==> src/rtl/mkg_pkg.sv <==
package mkg_pkg;

   typedef enum logic [2:0] {
      GS_BOOT    = 3'd0,
      GS_SETTLE  = 3'd1,
      GS_COLLECT = 3'd2,
      GS_DONE    = 3'd3,
      GS_IDLE    = 3'd4
   } gate_state_t;

   // Counter width for a count range of n values, never below one bit.
   function automatic int unsigned cnt_width(input int unsigned n);
      return (n > 1) ? $clog2(n) : 1;
   endfunction

endpackage

==> src/rtl/mkg_settle_timer.sv <==
module mkg_settle_timer #(
   parameter int unsigned SETTLE_CYCLES = 4128
) (
   input  logic clk,
   input  logic arst_n,
   input  logic run,
   output logic expired
);
   import mkg_pkg::*;

   generate
      if (SETTLE_CYCLES == 0) begin : g_no_wait
         // No settle interval: the sequencer moves on at once.
         assign expired = run;
      end else begin : g_count
         localparam int unsigned W = cnt_width(SETTLE_CYCLES);
         localparam logic [W-1:0] LIMIT = W'(SETTLE_CYCLES - 1);

         logic [W-1:0] cnt;

         assign expired = run && (cnt == LIMIT);

         always_ff @(posedge clk or negedge arst_n) begin
            if (!arst_n) begin
               cnt <= '0;
            end else if (run && !expired) begin
               cnt <= cnt + 1'b1;
            end
         end

         // The counter never passes the end of the settle window.
         p_settle_bounded_r2 : assert property (@(posedge clk) disable iff (!arst_n)
            (cnt == LIMIT) |=> (cnt == LIMIT) || (cnt == '0));
      end
   endgenerate

endmodule

==> src/rtl/mkg_echo_delay.sv <==
module mkg_echo_delay #(
   parameter int unsigned BYTE_W     = 8,
   parameter int unsigned ECHO_DELAY = 8
) (
   input  logic              clk,
   input  logic              arst_n,
   input  logic              start,
   input  logic [BYTE_W-1:0] start_data,
   output logic              busy,
   output logic              fire,
   output logic              echo_valid,
   output logic [BYTE_W-1:0] echo_data
);
   import mkg_pkg::*;

   localparam int unsigned DW = cnt_width(ECHO_DELAY);
   localparam logic [DW-1:0] LAST = DW'(ECHO_DELAY - 1);

   logic [DW-1:0]     dly;
   logic [BYTE_W-1:0] held;

   assign fire = busy && (dly == LAST);

   always_ff @(posedge clk or negedge arst_n) begin
      if (!arst_n) begin
         busy       <= 1'b0;
         dly        <= '0;
         held       <= '0;
         echo_valid <= 1'b0;
         echo_data  <= '0;
      end else begin
         echo_valid <= fire;
         if (fire) begin
            busy      <= 1'b0;
            echo_data <= held;
         end
         if (start) begin
            busy <= 1'b1;
            dly  <= '0;
            held <= start_data;
         end else if (busy && !fire) begin
            dly <= dly + 1'b1;
         end
      end
   end

   // An echo request lasts one cycle.
   p_echo_single_r3 : assert property (@(posedge clk) disable iff (!arst_n)
      echo_valid |=> !echo_valid);

   // A new byte is never taken while an echo is pending.
   p_start_when_free_r4 : assert property (@(posedge clk) disable iff (!arst_n)
      start |-> !busy);

endmodule

==> src/rtl/mkg_key_check.sv <==
module mkg_key_check #(
   parameter int unsigned BYTE_W    = 8,
   parameter int unsigned KEY_BYTES = 8,
   parameter int unsigned IW        = 3
) (
   input  logic                        clk,
   input  logic                        por_n,
   input  logic                        sample,
   input  logic [IW-1:0]               idx,
   input  logic [BYTE_W-1:0]           rx_data,
   input  logic [KEY_BYTES*BYTE_W-1:0] key_ref,
   output logic                        any_miss
);

   logic [BYTE_W-1:0] key_arr [KEY_BYTES];
   logic [BYTE_W-1:0] ref_byte;

   generate
      for (genvar g = 0; g < KEY_BYTES; g++) begin : g_slice
         assign key_arr[g] = key_ref[g*BYTE_W +: BYTE_W];
      end
   endgenerate

   assign ref_byte = key_arr[idx];

   // The mismatch flag is sticky for the whole entry sequence. Only a
   // power-on reset starts a new entry, so only a power-on reset clears it.
   always_ff @(posedge clk or negedge por_n) begin
      if (!por_n) begin
         any_miss <= 1'b0;
      end else if (sample && (rx_data != ref_byte)) begin
         any_miss <= 1'b1;
      end
   end

   p_miss_sticky_r6 : assert property (@(posedge clk) disable iff (!por_n)
      any_miss |=> any_miss);

endmodule

==> src/rtl/monitor_key_gate.sv <==
module monitor_key_gate #(
   parameter int unsigned BYTE_W        = 8,
   parameter int unsigned KEY_BYTES     = 8,
   parameter int unsigned SETTLE_CYCLES = 4128,
   parameter int unsigned BIT_CLKS      = 4
) (
   input  logic                        clk,
   input  logic                        por_n,
   input  logic                        rst_n,
   input  logic                        rx_valid,
   input  logic [BYTE_W-1:0]           rx_data,
   input  logic [KEY_BYTES*BYTE_W-1:0] key_ref,
   output logic                        echo_valid,
   output logic [BYTE_W-1:0]           echo_data,
   output logic                        done_pulse,
   output logic                        unlocked
);
   import mkg_pkg::*;

   localparam int unsigned ECHO_DELAY = 2 * BIT_CLKS;
   localparam int unsigned IW         = cnt_width(KEY_BYTES);
   localparam logic [IW-1:0] LAST_IDX = IW'(KEY_BYTES - 1);

   generate
      if (BYTE_W < 1) begin : g_bad_width
         $error("BYTE_W must be at least 1");
      end
      if (KEY_BYTES < 1) begin : g_bad_keys
         $error("KEY_BYTES must be at least 1");
      end
      if (BIT_CLKS < 1) begin : g_bad_bit
         $error("BIT_CLKS must be at least 1");
      end
   endgenerate

   gate_state_t   state;
   logic [IW-1:0] idx;
   logic          entry_pending;
   logic          sys_rst_n;
   logic          settle_done;
   logic          accept;
   logic          busy;
   logic          fire;
   logic          any_miss;
   logic          last_fire;

   assign sys_rst_n = por_n & rst_n;
   assign accept    = (state == GS_COLLECT) && rx_valid && !busy;
   assign last_fire = (state == GS_COLLECT) && fire && (idx == LAST_IDX);

   // Set by a power-on reset. Cleared by any later ordinary reset, which
   // rules out key entry until the next power-on reset.
   always_ff @(posedge clk or negedge por_n) begin
      if (!por_n) begin
         entry_pending <= 1'b1;
      end else if (!rst_n) begin
         entry_pending <= 1'b0;
      end
   end

   always_ff @(posedge clk or negedge sys_rst_n) begin
      if (!sys_rst_n) begin
         state      <= GS_BOOT;
         idx        <= '0;
         done_pulse <= 1'b0;
      end else begin
         done_pulse <= 1'b0;
         case (state)
            GS_BOOT:    state <= entry_pending ? GS_SETTLE : GS_IDLE;
            GS_SETTLE:  if (settle_done) state <= GS_COLLECT;
            GS_COLLECT: begin
               if (fire) begin
                  if (idx == LAST_IDX) begin
                     state      <= GS_DONE;
                     done_pulse <= 1'b1;
                  end else begin
                     idx <= idx + 1'b1;
                  end
               end
            end
            GS_DONE:    state <= GS_DONE;
            default:    state <= GS_IDLE;
         endcase
      end
   end

   // The unlock flag lives in the power-on domain alone.
   always_ff @(posedge clk or negedge por_n) begin
      if (!por_n) begin
         unlocked <= 1'b0;
      end else if (last_fire && !any_miss) begin
         unlocked <= 1'b1;
      end
   end

   mkg_settle_timer #(
      .SETTLE_CYCLES(SETTLE_CYCLES)
   ) u_settle (
      .clk    (clk),
      .arst_n (sys_rst_n),
      .run    (state == GS_SETTLE),
      .expired(settle_done)
   );

   mkg_key_check #(
      .BYTE_W   (BYTE_W),
      .KEY_BYTES(KEY_BYTES),
      .IW       (IW)
   ) u_check (
      .clk     (clk),
      .por_n   (por_n),
      .sample  (accept),
      .idx     (idx),
      .rx_data (rx_data),
      .key_ref (key_ref),
      .any_miss(any_miss)
   );

   mkg_echo_delay #(
      .BYTE_W    (BYTE_W),
      .ECHO_DELAY(ECHO_DELAY)
   ) u_echo (
      .clk       (clk),
      .arst_n    (sys_rst_n),
      .start     (accept),
      .start_data(rx_data),
      .busy      (busy),
      .fire      (fire),
      .echo_valid(echo_valid),
      .echo_data (echo_data)
   );

   p_done_single_r7 : assert property (@(posedge clk) disable iff (!sys_rst_n)
      done_pulse |=> !done_pulse);

   p_done_with_echo_r7 : assert property (@(posedge clk) disable iff (!sys_rst_n)
      done_pulse |-> echo_valid);

   p_unlock_sticky_r8 : assert property (@(posedge clk) disable iff (!por_n)
      unlocked |=> unlocked);

   p_unlock_on_done_r5 : assert property (@(posedge clk) disable iff (!sys_rst_n)
      $rose(unlocked) |-> done_pulse);

   p_quiet_settle_r2 : assert property (@(posedge clk) disable iff (!sys_rst_n)
      (state == GS_SETTLE || state == GS_BOOT) |-> (!echo_valid && !busy));

   p_no_entry_idle_r9 : assert property (@(posedge clk) disable iff (!sys_rst_n)
      (state == GS_IDLE) |-> (!echo_valid && !done_pulse));

endmodule

==> config.mk <==
export PLATFORM = sky130hd
export DESIGN_NAME = monitor_key_gate
export DESIGN_NICKNAME = d
export VERILOG_FILES = /design/src/rtl/mkg_pkg.sv /design/src/rtl/mkg_settle_timer.sv /design/src/rtl/mkg_echo_delay.sv /design/src/rtl/mkg_key_check.sv /design/src/rtl/monitor_key_gate.sv
export SDC_FILE = /design/constraint.sdc
export NUM_CORES = 1
export LEC_CHECK = 0
export BUFFER_PORTS_ARGS = -buffer_cell sky130_fd_sc_hd__buf_2
export CAP_MARGIN = 20
export CORE_UTILIZATION = 53
export CTS_CLUSTER_DIAMETER = 200
export CTS_CLUSTER_SIZE = 40
export DETAILED_ROUTE_END_ITERATION = 6
export GPL_TIMING_DRIVEN = 0
export PLACE_DENSITY = 0.9
export SLEW_MARGIN = 25
export SYNTH_ARGS = -nofsm -noshare
export SYNTH_HDL_FRONTEND = slang
export SYNTH_SLANG_ARGS = --single-unit
==> constraint.sdc <==
create_clock -name clk -period 3.15 [get_ports clk]
set_input_delay 0.4725 -clock clk [delete_from_list [all_inputs] [get_ports clk]]
set_output_delay 0.4725 -clock clk [all_outputs]
set_load 0.1 [all_outputs]
==> summary.md <==
| Metric | Value |
|---|---|
| Worst Reg2Reg Path Length in Cells | `7` |
| Post-Syn Area | `around 2400 um^2` |
| Ant. Diodes | `0` |
| F_max | `approximately 480 MHz` |
| Max-Cap Viols | `0` |
| Critical path capture point type | `flop` |
| Drt total wl | `just over 5 mm` |
| Static Leak | `between 1.5 and 2 nW` |
| Ys Warns | `0` |
| Fin crit share | `0.658` |
| Run status | `completed` |
| Clock Latency Late Sink | `between 200 and 300 ps` |
| Max stage delay on crit path | `520 ps` |
| Layout area overhead | `27.1%` |
| GRT overflow | `0` |
| Slew headroom | `0.646` |
| Largest net degree at the start of global routing | `28` |
| Reg2reg end | `u_check.any_miss$_DFFE_PN0P_` |
| Hold crit path type | `input pin to async pin` |
| Critical Path Slowest Stage Cell | `mux4_2` |
| Pins over their slew limit | `0` |
| Layout cells sized above 1 | `0.463` |
| Final Skew | `roughly 3.3 ps` |
| Clock buffer count from CTS | `5` |
| R2R setup slack | `1080 ps` |
| Number of global-route vias before repair | `1937` |
| Initial Util | `0.553` |
| # DRC | `0` |
| # setup viols final | `0` |
| Clk buf depth | `2` |
| Setup TNS | `0 ps` |
| Critical R2R Launch | `idx[1]$_DFFE_PN0P_` |
| Final Hold Fails | `0` |
| Core area | `roughly 4400 um^2` |
| Fillers | `about 290` |
| Initial antenna violation count | `0` |
| Syn avg cell area | `about 12 um^2` |
| Pwr/cell area | `365 nW/um^2` |
| I/O pin total | `87` |
| Chip height | `69.4 um` |
| CTS resizes | `0` |
| Synth Instances | `slightly above 200` |
| First-pass GRT wire length | `slightly below 9 mm` |
| Worst setup SP type | `flop` |
| VDD IR-drop max | `231 uV` |
| Final Net Count | `about 380` |
| DR vias | `approximately 1900` |
| First-pass DRT Iterations | `4` |
| GRT Total Usage | `0.228` |
| #FFs+latches synth | `44` |
| 1st-iter DRT viols | `74` |
| Synth Net Count | `around 280` |
| Clock transition at path regs | `about 80 ps` |
| Routed len/inst | `approximately 15 um` |
| Core Rows | `24` |
| Yosys cell types | `37` |
| Measured slew at the worst slew-check pin | `around 530 ps` |
| HPWL Detailed | `just over 4 mm` |
| Die width | `slightly below 70 um` |
| Antenna-violating nets left | `0` |
| Critical path class | `flop to flop` |
| CTS tree | `built` |
| Power Total | `between 0.001 and 0.0015 W` |
| Unrepaired setup endpoints after global routing | `no` |
| Worst-path cell chain | `buf_2, mux4_2, mux2i_1, xor2_1, nand4_1, nor4_2, o21bai_1` |
| CTS sink cnt | `44` |
| GP Congestion | `0.799` |
| Seq/Total Area, Yosys | `0.457` |
| WP data required | `between 3000 and 4000 ps` |
| CTS H-tree lvls | `2` |
| Register area | `around 1100 um^2` |
| Final Critical Period | `approximately 2100 ps` |
| Arrival @ worst endpoint | `between 2000 and 2500 ps` |
| Port bufs | `86` |
| Commonest non-fill, non-tap cell in the layout | `buf_2` |
| CTS root buffer | `clkbuf_8` |
| Commonest non-fill, non-tap cells in the layout | `88 x buf_2, 43 x dfrtp_1, 26 x mux2_2` |
| Full die area | `slightly below 5000 um^2` |
| Crit-path max FO | `10` |
| DR vias/cell | `approximately 5.4` |
| Area of the multi-input gates | `between 1000 and 1500 um^2` |
## sequential cells by signal (all words and copies together), names as in the netlist
register / flops
u_echo.echo_valid: 1
u_echo.echo_data: 8
done_pulse: 1
u_echo.dly: 3
state: 3
unlocked: 1
u_check.any_miss: 1
u_echo.busy: 1
u_echo.held: 8
u_settle.g_count.cnt: 13
entry_pending: 1
idx: 3
## worst max path at each step
| stage | from | end | slack (ps) |
|---|---|---|---|
| finish | idx[1]$_DFFE_PN0P_ | u_check.any_miss$_DFFE_PN0P_ | 1080 |
| global route | idx[1]$_DFFE_PN0P_ | u_check.any_miss$_DFFE_PN0P_ | 860 |
| CTS | idx[1]$_DFFE_PN0P_ | u_check.any_miss$_DFFE_PN0P_ | 1050 |
| detailed placement | idx[1]$_DFFE_PN0P_ | u_check.any_miss$_DFFE_PN0P_ | 1030 |
| global placement | por_n | u_echo.held[4]$_DFFE_PN0P_ | 840 |
| floorplan | idx[0]$_DFFE_PN0P_ | u_check.any_miss$_DFFE_PN0P_ | 1310 |
## worst max-delay path: cells and delay by family (launching register included)
family / cells / cell delay (ps)
buffers and inverters: 1 / 260
AND/OR/NAND/NOR: 2 / 300
AO/OA/AOI/OAI: 1 / 80
multiplexers: 2 / 720
XOR/XNOR: 1 / 180
flip-flops: 1 / 390
## report_power, final
group / internal [W] / total (W) / leakage, nW / switching [W]
registers: 0.000564 / 0.000564 / 0.591 / 0
logic: 0.0000557 / 0.0000947 / 0.878 / 0.0000390
clock network: 0.000280 / 0.000460 / 0.0645 / 0.000181
## cells in the mapped netlist, drive strengths merged
master	instances	area [um^2]
nor3	5	25.0
inv	9	33.8
o21ai	5	25.0
mux4	8	180
or3	2	12.5
o31ai	1	7.51
nand2	11	41.3
mux2	26	293
xnor2	7	61.3
dfrtp	43	1080
and2	4	25.0
a221oi	2	17.5
nand3b	1	7.51
nand4	5	31.3
o211ai	1	7.51
or4	1	7.51
o22ai	4	25.0
or2	1	6.26
a21oi	2	10.0
mux2i	12	120
nor2	11	41.3
ha	5	62.6
nor4	3	25.0
nand2b	2	12.5
xor2	12	105
dfstp	1	26.3
o211a	1	10.0
buf	5	40.0
nand3	6	30.0
clkbuf	1	3.75
a22o	2	17.5
o21bai	1	7.51
nor2b	1	6.26
a2bb2oi	1	8.76
## what timing repair did
item,CTS,global route
hold endpoints to repair,2,0
buffers inserted,0,0
hold buffers,1,0
## metal layers
layer	share of wire	wire length, um	up-vias	track usage
li1	-	-	920	-
met1	0.44	2290	902	0.296
met3	0.034	175	12	0.0509
met5	0	0	-	0
met2	0.50	2580	53	0.381
met4	0.021	110	0	0.0726
## per-stage QoR
step / cells / setup slack (ps) / hold slack, ps / util / area (um^2)
after floorplan: 202 / 1310 / 177 / - / 2410
after detailed placement: 341 / 1030 / 285 / 0.672 / 2930
after CTS: 350 / 1050 / 229 / 0.703 / 3060
after global routing: 350 / 859 / 248 / 0.703 / 3060
final: 350 / 1080 / 222 / 0.703 / 3060
after global placement: 340 / 835 / 285 / 0.667 / 2910
## cells by family after synthesis
kind of cell             count (synthesis)  share of synthesized area
buffers and inverters                   15                     0.0322
AO/OA/AOI/OAI                           20                     0.0566
AND/OR/NAND/NOR                         53                      0.113
XOR/XNOR                                19                     0.0691
flip-flops                              44                      0.457
multiplexers                            46                      0.246
adder cells (fa/ha/maj)                  5                     0.0260
## area by class of cell
type	count	share of cell area
Multi-Input combinational cell	143	0.402
Sequential cell	44	0.360
Timing Repair Buffer	88	0.150
Clock buffer	7	0.0315
Tap cell	52	0.0212
Buffer	6	0.0143
Inverter	9	0.0110
Clock inverter	1	0.00980
(Power assumes the default switching activity.)
